$ cat config.mk
export PLATFORM = sky130hd
export DESIGN_NAME = dcsz_vld_top
export DESIGN_NICKNAME = d
export VERILOG_FILES = /design/src/rtl/dcsz_pkg.sv /design/src/rtl/dcsz_grp_short.sv /design/src/rtl/dcsz_grp_long.sv /design/src/rtl/dcsz_decode.sv /design/src/rtl/dcsz_bitbuf.sv /design/src/rtl/dcsz_vld_top.sv
export SDC_FILE = /design/constraint.sdc
export NUM_CORES = 1
export LEC_CHECK = 0
export CAP_MARGIN = 20
export CORE_MARGIN = 1.5
export CORE_UTILIZATION = 55
export DETAILED_ROUTE_END_ITERATION = 6
export GPL_ROUTABILITY_DRIVEN = 1
export PLACE_DENSITY = 0.78
export SYNTH_ARGS = -nofsm -noshare
export SYNTH_HDL_FRONTEND = slang
export SYNTH_SLANG_ARGS = --single-unit
$ cat constraint.sdc
create_clock -name clk -period 5.5 [get_ports clk]
set_input_delay 1.65 -clock clk [delete_from_list [all_inputs] [get_ports clk]]
set_output_delay 1.65 -clock clk [all_outputs]
set_load 0.1 [all_outputs]
$ cat src/rtl/dcsz_pkg.sv
package dcsz_pkg;

   localparam int unsigned SZ_W = 4;

   typedef struct packed {
      logic            hit;
      logic [SZ_W-1:0] size;
      logic [SZ_W-1:0] len;
   } dcsz_res_t;

endpackage

$ cat src/rtl/dcsz_grp_short.sv
module dcsz_grp_short
   import dcsz_pkg::*;
#(
   parameter int unsigned WIN_W   = 11,
   parameter int unsigned SHORT_W = 5
) (
   input  logic [WIN_W-1:0] win,
   output dcsz_res_t        res
);

   localparam int unsigned TOP = WIN_W - 1;

   if (SHORT_W != 5) begin : g_bad_short
      $error("dcsz_grp_short: short group must span five bits");
   end

   always_comb begin
      res = '0;
      if (win[TOP]) begin
         res.hit  = 1'b1;
         res.len  = SZ_W'(2);
         res.size = win[TOP-1] ? SZ_W'(1) : SZ_W'(2);
      end else if (win[TOP-1]) begin
         res.hit  = 1'b1;
         res.len  = SZ_W'(3);
         res.size = win[TOP-2] ? SZ_W'(0) : SZ_W'(3);
      end else if (win[TOP-2]) begin
         res.hit  = 1'b1;
         res.len  = SZ_W'(3);
         res.size = SZ_W'(4);
      end else if (win[TOP-3]) begin
         res.hit  = 1'b1;
         res.len  = SZ_W'(4);
         res.size = SZ_W'(5);
      end else if (win[TOP-4]) begin
         res.hit  = 1'b1;
         res.len  = SZ_W'(5);
         res.size = SZ_W'(6);
      end
   end

endmodule

$ cat src/rtl/dcsz_grp_long.sv
module dcsz_grp_long
   import dcsz_pkg::*;
#(
   parameter int unsigned WIN_W   = 11,
   parameter int unsigned SHORT_W = 5
) (
   input  logic [WIN_W-1:0] win,
   output dcsz_res_t        res
);

   localparam int unsigned LONG_W = WIN_W - SHORT_W;

   logic [LONG_W-1:0] tail;
   logic [LONG_W-1:0] first;

   assign tail = win[LONG_W-1:0];

   for (genvar g = 0; g < LONG_W; g++) begin : g_first
      if (g == 0) begin : g_lead
         assign first[g] = tail[LONG_W-1];
      end else begin : g_rest
         assign first[g] = tail[LONG_W-1-g] & ~(|tail[LONG_W-1 -: g]);
      end
   end

   always_comb begin
      res = '0;
      for (int g = 0; g < LONG_W; g++) begin
         if (first[g]) begin
            res.hit  = 1'b1;
            res.size = SZ_W'(SHORT_W + 2 + g);
            res.len  = SZ_W'(SHORT_W + 1 + g);
         end
      end
   end

endmodule

$ cat src/rtl/dcsz_decode.sv
module dcsz_decode
   import dcsz_pkg::*;
#(
   parameter int unsigned WIN_W   = 11,
   parameter int unsigned SHORT_W = 5
) (
   input  logic [WIN_W-1:0] win,
   output logic [SZ_W-1:0]  size,
   output logic [SZ_W-1:0]  len,
   output logic             err
);

   dcsz_res_t r_short;
   dcsz_res_t r_long;

   dcsz_grp_short #(.WIN_W(WIN_W), .SHORT_W(SHORT_W)) u_short (
      .win (win),
      .res (r_short)
   );

   dcsz_grp_long #(.WIN_W(WIN_W), .SHORT_W(SHORT_W)) u_long (
      .win (win),
      .res (r_long)
   );

   always_comb begin
      size = '0;
      len  = '0;
      err  = 1'b0;
      if (r_short.hit) begin
         size = r_short.size;
         len  = r_short.len;
      end else if (r_long.hit) begin
         size = r_long.size;
         len  = r_long.len;
      end else begin
         err = 1'b1;
      end
   end

endmodule

$ cat src/rtl/dcsz_bitbuf.sv
module dcsz_bitbuf #(
   parameter int unsigned WIN_W  = 11,
   parameter int unsigned WORD_W = 32,
   parameter int unsigned LEN_W  = 4
) (
   input  logic              clk,
   input  logic              rst_n,
   input  logic [WORD_W-1:0] word_data,
   input  logic              word_valid,
   output logic              word_req,
   output logic [WIN_W-1:0]  win,
   output logic              win_ok,
   input  logic [LEN_W-1:0]  adv_len
);

   localparam int unsigned BUF_W = 2 * WORD_W;
   localparam int unsigned CNT_W = $clog2(BUF_W + 1);

   if (BUF_W < WIN_W - 1 + WORD_W) begin : g_bad_buf
      $error("dcsz_bitbuf: buffer too narrow for a refill below one window");
   end
   if ((1 << LEN_W) <= WIN_W) begin : g_bad_len
      $error("dcsz_bitbuf: length field cannot hold a full window");
   end

   logic [BUF_W-1:0] bits_q;
   logic [CNT_W-1:0] cnt_q;
   logic [BUF_W-1:0] fill_word;

   assign win      = bits_q[BUF_W-1 -: WIN_W];
   assign win_ok   = (cnt_q >= CNT_W'(WIN_W));
   assign word_req = ~win_ok;
   assign fill_word = {word_data, {(BUF_W-WORD_W){1'b0}}} >> cnt_q;

   always_ff @(posedge clk or negedge rst_n) begin
      if (!rst_n) begin
         bits_q <= '0;
         cnt_q  <= '0;
      end else if (win_ok) begin
         bits_q <= bits_q << adv_len;
         cnt_q  <= cnt_q - CNT_W'(adv_len);
      end else if (word_valid) begin
         bits_q <= bits_q | fill_word;
         cnt_q  <= cnt_q + CNT_W'(WORD_W);
      end
   end

endmodule

$ cat src/rtl/dcsz_vld_top.sv
module dcsz_vld_top
   import dcsz_pkg::*;
#(
   parameter int unsigned WIN_W   = 11,
   parameter int unsigned SHORT_W = 5,
   parameter int unsigned WORD_W  = 32
) (
   input  logic              clk,
   input  logic              rst_n,
   input  logic [WORD_W-1:0] word_data,
   input  logic              word_valid,
   output logic              word_req,
   output logic              sym_valid,
   output logic [SZ_W-1:0]   sym_size,
   output logic [SZ_W-1:0]   sym_len,
   output logic              sym_err
);

   if (WIN_W != 11) begin : g_bad_win
      $error("dcsz_vld_top: code set needs an 11-bit window");
   end

   logic [WIN_W-1:0] win;
   logic             win_ok;
   logic [SZ_W-1:0]  d_size;
   logic [SZ_W-1:0]  d_len;
   logic             d_err;

   dcsz_bitbuf #(.WIN_W(WIN_W), .WORD_W(WORD_W), .LEN_W(SZ_W)) u_buf (
      .clk        (clk),
      .rst_n      (rst_n),
      .word_data  (word_data),
      .word_valid (word_valid),
      .word_req   (word_req),
      .win        (win),
      .win_ok     (win_ok),
      .adv_len    (d_len)
   );

   dcsz_decode #(.WIN_W(WIN_W), .SHORT_W(SHORT_W)) u_dec (
      .win  (win),
      .size (d_size),
      .len  (d_len),
      .err  (d_err)
   );

   always_ff @(posedge clk or negedge rst_n) begin
      if (!rst_n) begin
         sym_valid <= 1'b0;
         sym_size  <= '0;
         sym_len   <= '0;
         sym_err   <= 1'b0;
      end else begin
         sym_valid <= win_ok;
         sym_size  <= d_size;
         sym_len   <= d_len;
         sym_err   <= win_ok & d_err;
      end
   end

endmodule

Word level (Yosys, flattened, before mapping)
Index checks and enable logic that the tools add are counted.
{ "classes": {"n_addsub": 2, "magnitude_cmp": 1, "shifts": 2, "mux": 23, "bitwise": 13, "n_reduce_logical": 5} }
{ "ops": {"columns": ["operator", "n"], "rows": [
  ["64-bit two-way mux", 2],
  ["9-bit two-way mux", 11],
  ["64-bit OR", 1],
  ["64-bit by 4-bit left shift with 64-bit output", 1],
  ["64-bit by 7-bit right shift with 64-bit output", 1],
  ["4-bit two-way mux", 4],
  ["7-bit two-way mux", 2],
  ["7-bit by 6-bit adder with 7-bit output, second input constant", 1],
  ["7-bit by 4-bit >= comparator with 1-bit output, second input constant", 1],
  ["7-bit by 4-bit subtractor with 7-bit output", 1],
  ["1-bit AND", 6],
  ["1-bit inverter", 6],
  ["5-bit OR reduction", 1],
  ["2-bit two-way mux", 2],
  ["4-bit OR reduction", 1],
  ["3-bit OR reduction", 1],
  ["1-bit two-way mux", 2],
  ["2-bit nonzero test", 1],
  ["2-bit OR reduction", 1]
]} }
{ "totals": {"ff_bits": 81, "in_bits": 35, "output_inout_bits": 11} }

Depth between registers and ports, before layout
Gate-level depths: netlist of run 1.
{ "logic_depth": {"word_depth": 11, "depth_mapped": 16} }

By module
Synthesis of run 1 repeated with hierarchy kept, for this count alone.
{ "unflattened": {"cells_unflattened": 1062, "area_unflattened_um2": 9317.7} }
{ "modules_own_cells": {"columns": ["module", "n_inst", "cells_each", "area_each_um2", "seq_area_each_um2"], "rows": [
  ["dcsz_bitbuf", 1, 997, 8743.4, 1776.7],
  ["dcsz_vld_top", 1, 11, 256.5, 250.2],
  ["dcsz_decode", 1, 15, 107.6, 0.0],
  ["dcsz_grp_short", 1, 18, 107.6, 0.0],
  ["dcsz_grp_long", 1, 21, 102.6, 0.0]
]} }

Least setup slack after synthesis of run 1
No wires, ideal clock.
{ "synth_path": {"path_kind": "register -> output", "startpoint": "reg u_buf.cnt_q[5]", "endpoint": "out word_req", "t_arrival_ns": 2.986, "required_time_ns": 3.850, "path_slack_ns": 0.864, "stages_incl_launch_ff": 10, "path_buffers": 4, "cell_sequence": "dfrtp_1 > clkbuf_1 > clkinv_1 > clkbuf_1 > ha_1 > a41oi_1 > o21ai_2 > inv_2 > clkbuf_1 > clkbuf_1"} }
{ "synth_via": {"elab_chain_cells": 2} }
{ "synth_lines": {"columns": ["item", "line_no", "rtl"], "rows": [
  ["start: declaration", "dcsz_bitbuf.sv:27", "logic [CNT_W-1:0] cnt_q;"],
  ["start signal: assignment", "dcsz_bitbuf.sv:41", "cnt_q <= cnt_q - CNT_W'(adv_len);"],
  ["start signal: assignment", "dcsz_bitbuf.sv:44", "cnt_q <= cnt_q + CNT_W'(WORD_W);"],
  ["7-bit by 4-bit >= comparator with 1-bit output", "dcsz_bitbuf.sv:31", "assign win_ok = (cnt_q >= CNT_W'(WIN_W));"],
  ["1-bit inverter", "dcsz_bitbuf.sv:32", "assign word_req = ~win_ok;"],
  ["end: declaration", "dcsz_vld_top.sv:12", "output logic word_req,"]
]} }
Every way passes these cells.

Worst setup path after layout of run 1
Ends and elaborated chain as after synthesis.

==> summary.md, run 1 <==
| Metric | Value |
|---|---|
| Setup repair bufs after CTS | 0 |
| Fraction of the core area covered by cells at the end of the flow | 0.614 |
| DRC Markers | 0 |
| Clock sink count | 81 |
| CP delay by family, top | flip-flops |
| RSZ-0062 raised after global routing | no |
| Cell area after synthesis | 0.00896 mm² |
| Most frequent cell after synthesis | sky130_fd_sc_hd__mux2i_1 |
| Adder-cell share of the synthesized area | 0.0106 |
| Antenna violations before repair | 0 |
| Crit path cell chain | nor3_2, a41oi_1, o21ai_4, inv_2, buf_12 |
| Critical path data arrival time | 2470 ps |
| Number of warning messages in the yosys log | 0 |
| Synth Register Bits | 81 |
| Post-route setup slack | 1380 ps |
| Register clock-pin slew on the reported worst setup and hold paths | 70 ps |
| Dominant combinational cell family by area after synthesis | multiplexers |
| Multiplexer fraction of the synthesized cell area | 0.357 |
| Number of enable-type register cells in the synthesized netlist | 0 |
| Vias after detailed routing | 8850 |
| Sequential-to-total area share from yosys stat | 0.226 |
| Resized Gates After CTS | 0 |
| Initial DRT Pass Iterations | 6 |
| Max-cap violation count | 0 |
| Worst path max stage delay | 720 ps |
| Hold buffers post-CTS | 0 |
| Required time reported for the critical path endpoint | 3850 ps |
| Area share of xor/xnor cells in the synthesized design | 0.00391 |
| Top cells by count, synth | sky130_fd_sc_hd__mux2i_1, sky130_fd_sc_hd__nand2_1, sky130_fd_sc_hd__nor2_1, sky130_fd_sc_hd__dfrtp_1, sky130_fd_sc_hd__a21oi_1 |
| Core area | 0.0159 mm² |
| # nets final | 1041 |
| Port Buffers | 45 |
| Die area | 0.0171 mm² |
| Post-Syn Area per Cell | 8.85 µm² |
| Grt ovf | 0 |
| Master cell of the clock root buffer | sky130_fd_sc_hd__clkbuf_16 |
| Total negative slack | 0 ps |
| Final number of hold-violating endpoints | 0 |
| Number of buffers on the longest clock path | 2 |
| Critical Path Sink Type | output pin |
| Global-route wire length before repair | 47500 µm |
| Worst path slowest cell | sky130_fd_sc_hd__dfrtp_1 |
| Final wirelength | 30500 µm |
| Routed Antenna Nets | 0 |
| Count of unique library cells instantiated by Yosys | 75 |
| Maximum fanout along the worst path | 26 |
| Floorplan die height | 131 µm |
| Max-slew violations | 0 |
| Placed insts | 1203 |
| Achievable Freq | 0.243 GHz |
| Overall routing resource usage | 0.369 |
| Async SR Flop Fraction | 1.00 |
| Ant. Diodes | 0 |
| Detailed router's first-iteration violation count | 1608 |
| Worst clock skew | 5.68 ps |
| Floorplan row count | 46 |
| Number of nets produced by synthesis | 1055 |
| Die Span X | 131 µm |
| Tcrit/Tclk final | 0.749 |
| Proportion of layout cells with a drive suffix above 1 | 0.153 |
| Compound-gate portion of the synthesized area | 0.213 |
| Worst slew pin tran | 975 ps |
| Min Tclk post-route | 4120 ps |
| Share of synthesized cell area in and, or, nand and nor gates | 0.132 |
| Max_slew headroom | 0.348 |
| Cell taking the most area after synthesis | sky130_fd_sc_hd__dfrtp_1 |
| Starting density of the core | 0.564 |
| Total clock buffers created by CTS | 9 |
| Clock H-tree levels | 3 |
| Hold WC Path Type | reg2reg |
| Layout Cells excl Fill | 1219 |
| Clock tree from TritonCTS | yes |
| Via count of the first global-routing pass | 8282 |
| Placement Setup Slack | 1290 ps |
| Setup CP Type | reg2out |
| Area contributors post-synth | sky130_fd_sc_hd__dfrtp_1, sky130_fd_sc_hd__mux2i_1, sky130_fd_sc_hd__mux4_2 |
| Final GP Congestion | 1.01 |
| Fraction of synthesized cell area taken by the top area cell type | 0.226 |
| Detailed Place HPWL | 21800 µm |
| Relative area change from synthesis to final layout | 8.82% |
| Result of the run | completed |
| I/O Pins | 46 |
| Reg2reg setup slack | 1570 ps |
| CP Buf/Inv Count | 2 |
| Number of instances in the synthesized netlist | 1013 |
| Vias per inst | 7.26 |
| Largest net degree at the start of global routing | 58 |
| Number of failing setup endpoints in the final timing report | 0 |
| Commonest register cell after synthesis | sky130_fd_sc_hd__dfrtp_1 |
| Latest clock arrival within the worst-skew pair | 360 ps |
| Mean routed wirelength per cell | 25.0 µm |
| Critical path startpoint category | flop |
## cell families (layout without fill, tap and decap cells)
group	after synthesis	in the layout
AO/OA/AOI/OAI	278	278
multiplexers	269	269
AND/OR/NAND/NOR	264	264
buffers and inverters	110	100
flip-flops	81	81
adder cells (fa/ha/maj)	7	7
XOR/XNOR	4	4
## sequential cells by signal, summed over array words and instances (netlist names)
register      cells
sym_size          4
sym_err           1
u_buf.bits_q     64
sym_len           4
u_buf.cnt_q       7
sym_valid         1
## cell usage in the layout (no fill, tap or decap), types with 6 or more instances in the layout
master / instances
sky130_fd_sc_hd__o211ai_1: 7
sky130_fd_sc_hd__and3_1: 8
sky130_fd_sc_hd__inv_1: 12
sky130_fd_sc_hd__a2111oi_0: 12
sky130_fd_sc_hd__a21oi_1: 57
sky130_fd_sc_hd__mux4_2: 35
sky130_fd_sc_hd__mux2_2: 56
sky130_fd_sc_hd__o21ai_1: 7
sky130_fd_sc_hd__clkbuf_16: 9
sky130_fd_sc_hd__nand3_1: 21
sky130_fd_sc_hd__o22ai_1: 14
sky130_fd_sc_hd__nor2_1: 82
sky130_fd_sc_hd__mux2i_1: 177
sky130_fd_sc_hd__clkdlybuf4s50_1: 43
sky130_fd_sc_hd__buf_4: 22
sky130_fd_sc_hd__a221oi_1: 13
sky130_fd_sc_hd__a211oi_1: 17
sky130_fd_sc_hd__ha_1: 6
sky130_fd_sc_hd__dfrtp_1: 80
sky130_fd_sc_hd__nor3_1: 12
sky130_fd_sc_hd__and2_1: 6
sky130_fd_sc_hd__nand2_1: 104
sky130_fd_sc_hd__a31oi_1: 12
sky130_fd_sc_hd__a21o_1: 7
sky130_fd_sc_hd__a22oi_1: 13
sky130_fd_sc_hd__o31ai_1: 8
sky130_fd_sc_hd__o21ai_0: 47
## worst paths after layout
| check | from | to | cells past startpoint |
|---|---|---|---|
| setup / recovery | u_buf.cnt_q[5] | word_req | 5 |
| hold / removal | u_buf.bits_q[22] | u_buf.bits_q[22] | 2 |
| setup reg to reg | u_buf.bits_q[57] | u_buf.cnt_q[6] | 13 |
| hold reg to reg | u_buf.bits_q[22] | u_buf.bits_q[22] | 2 |
| max in group asynchronous | rst_n | u_buf.bits_q[10] | 2 |
| min in group asynchronous | rst_n | sym_size[1] | 1 |
## worst reg2reg max path, stage by stage (launching register included)
cell and delay, ps:
sky130_fd_sc_hd__dfrtp_1 580, sky130_fd_sc_hd__inv_1 110, sky130_fd_sc_hd__a221oi_1 420, sky130_fd_sc_hd__a41oi_2 160, sky130_fd_sc_hd__buf_4 280, sky130_fd_sc_hd__inv_4 460, sky130_fd_sc_hd__ha_1 250, sky130_fd_sc_hd__inv_1 60
sky130_fd_sc_hd__fa_1 420, sky130_fd_sc_hd__a21o_1 210, sky130_fd_sc_hd__a211oi_1 360, sky130_fd_sc_hd__and3_1 230, sky130_fd_sc_hd__mux2i_1 70, sky130_fd_sc_hd__a31o_2 230
## metal layers
metal | up-vias | GRT usage | part of all wire
met1 | 4264 | 0.510 | 0.40
met4 | 0 | 0.191 | 0.054
met3 | 141 | 0.0879 | 0.11
li1 | 3855 | - | -
met2 | 590 | 0.539 | 0.44
met5 | - | 0 | 0
## layout make-up
| cell class | instances | area [µm²] |
|---|---|---|
| multi-input combinational | 822 | 6450 |
| fill | 1415 | 6130 |
| sequential | 81 | 2030 |
| timing repair buffer | 67 | 643 |
| tap | 216 | 270 |
| clock buffer | 12 | 256 |
| inverter | 18 | 70.1 |
| clock inverter | 3 | 40.0 |
## metrics by stage
step	instance area, µm²	hold WS [ps]
CTS	9730	575
global placement	9430	538
global route	9760	614
detailed placement	9430	561
finish	9760	570
floorplan	8960	501
Power of run 1 is left out: the tool's default activity adds up to more than one toggle a clock period on the data nets, which glitch-free logic cannot reach.
==> run 2: changes to the inputs <==
==> constraint.sdc (replaced) <==
create_clock -name clk -period 4.2 [get_ports clk]
set_input_delay 1.26 -clock clk [delete_from_list [all_inputs] [get_ports clk]]
set_output_delay 1.26 -clock clk [all_outputs]
set_load 0.1 [all_outputs]
==> run 2 against run 1 <==
  * The flow now finishes with violations (DRC)
  * Utilization increased by 0.65 points
  * Via count rose by 1.6%
  * Final area increased by 1.1%
  * Largest cell class unchanged
  * Flip-flop and latch count did not move
  * Routed wire length rose by 0.66%
  * Clock-buffer cell count is 2 lower
==> summary.md, run 2 (synthesis results as in run 1) <==
| Metric | Value |
|---|---|
| Number of failing setup endpoints in the final timing report | 0 |
| Resized Gates After CTS | 0 |
| Mean routed wirelength per cell | 25.1 µm |
| Largest registers ranked by flip-flop count | u_buf.bits_q: 64 flops, u_buf.cnt_q: 7 flops |
| Core area | 0.0159 mm² |
| Hold WC Path Type | reg2reg |
| Floorplan die height | 131 µm |
| Register bank with the most flops | u_buf.bits_q |
| Clock sink count | 81 |
| Final GP Congestion | 1.02 |
| Largest net degree at the start of global routing | 91 |
| Worst clock skew | 11.8 ps |
| Most common cell after layout, fill and taps aside | sky130_fd_sc_hd__mux2i_1 |
| Worst slew pin tran | 971 ps |
| Die Span X | 131 µm |
| Setup CP Type | in2reg |
| Result of the run | finished, violations left |
| Number of buffers on the longest clock path | 2 |
| Total negative slack | 0 ps |
| Maximum fanout along the worst path | 4 |
| Detailed Place HPWL | 22200 µm |
| Max-cap violation count | 0 |
| Starting density of the core | 0.564 |
| Routed Antenna Nets | 0 |
| Filler cell count | 1379 |
| Largest register FFs | 64 |
| Min Tclk post-route | 3530 ps |
| Commonest non-fill, non-tap cells in the layout | sky130_fd_sc_hd__mux2i_1, sky130_fd_sc_hd__nand2_1, sky130_fd_sc_hd__nor2_1, sky130_fd_sc_hd__dfrtp_1, sky130_fd_sc_hd__a21oi_1 |
| Final wirelength | 30700 µm |
| Achievable Freq | 0.283 GHz |
| Clock H-tree levels | 3 |
| Max-slew violations | 0 |
| Initial DRT Pass Iterations | 7 |
| Register clock-pin slew on the reported worst setup and hold paths | 60 ps |
| Overall routing resource usage | 0.370 |
| Clock tree from TritonCTS | yes |
| Violations in the final reports | DRC |
| Min-delay src | u_buf.cnt_q[5] |
| Placement Setup Slack | 385 ps |
| DRC Markers | 1 |
| Hold Path End | u_buf.cnt_q[5] |
| Number of cells on the worst hold path | 1 |
| Floorplan row count | 46 |
| Max_slew headroom | 0.346 |
| Register-to-Register Path Depth | 12 |
| Port Buffers | 45 |
| Detailed router's first-iteration violation count | 1413 |
| # nets final | 1046 |
| Setup repair bufs after CTS | 0 |
| Reg2reg start | u_buf.bits_q[57] |
| Post-route setup slack | 666 ps |
| Tcrit/Tclk final | 0.842 |
| Relative area change from synthesis to final layout | 9.98% |
| Global-route wire length before repair | 47700 µm |
| Required time reported for the critical path endpoint | 4380 ps |
| Total clock buffers created by CTS | 9 |
| I/O Pins | 46 |
| Critical Path Sink Type | flop |
| Proportion of layout cells with a drive suffix above 1 | 0.157 |
| Ant. Diodes | 0 |
| Antenna violations before repair | 1 |
| Hold buffers post-CTS | 0 |
| Critical path startpoint category | input port |
| Vias after detailed routing | 8990 |
| Critical path data arrival time | 3710 ps |
| Vias per inst | 7.34 |
| RSZ-0062 raised after global routing | no |
| Via count of the first global-routing pass | 8389 |
| Master cell of the clock root buffer | sky130_fd_sc_hd__clkbuf_16 |
| Latest clock arrival within the worst-skew pair | 350 ps |
| Grt ovf | 0 |
| Fraction of the core area covered by cells at the end of the flow | 0.621 |
| Die area | 0.0171 mm² |
| Reg-to-reg endpoint | u_buf.cnt_q[6] |
| Reg2reg setup slack | 870 ps |
| Final number of hold-violating endpoints | 0 |
run 2: worst max-delay path by stage:
stage	start	end	slack (ps)	cells past startpoint
floorplan	u_buf.cnt_q[5]	word_req	410	9
CTS	u_buf.cnt_q[5]	word_req	740	7
global route	word_data[31]	u_buf.bits_q[18]	570	8
finish	word_data[12]	u_buf.bits_q[11]	670	7
global placement	word_data[14]	u_buf.bits_q[11]	420	7
detailed placement	word_data[12]	u_buf.bits_q[11]	380	7
run 2: area by class of cell:
cell class                      instances  area [µm²]  area share
Clock buffer                           10         229      0.0232
Clock inverter                          5         104      0.0105
Inverter                               18        70.1     0.00711
Multi-Input combinational cell        822        6450       0.654
Sequential cell                        81        2030       0.206
Tap cell                              216         270      0.0274
Timing Repair Buffer                   72         711      0.0721
run 2: metrics by stage:
stage / hold slack [ps] / area [µm²] / std cells
floorplan: 501 / 8970 / 1013
global route: 505 / 9860 / 1224
CTS: 483 / 9860 / 1224
detailed placement: 468 / 9530 / 1209
global placement: 464 / 9530 / 1209
finish: 476 / 9860 / 1224
run 2: critical path, stage by stage:
cell,delay [ps]
sky130_fd_sc_hd__clkdlybuf4s50_1,480
sky130_fd_sc_hd__mux4_2,510
sky130_fd_sc_hd__mux2_2,310
sky130_fd_sc_hd__o21ai_0,290
sky130_fd_sc_hd__o21ai_0,310
sky130_fd_sc_hd__a2111oi_0,480
sky130_fd_sc_hd__a31oi_1,80
run 2: per-layer routing:
| metal | GRT usage | share of wire |
|---|---|---|
| met5 | 0 | 0 |
| met4 | 0.192 | 0.054 |
| met3 | 0.0814 | 0.11 |
| met2 | 0.562 | 0.44 |
| met1 | 0.497 | 0.39 |
Power of run 2 is left out for the same reason.
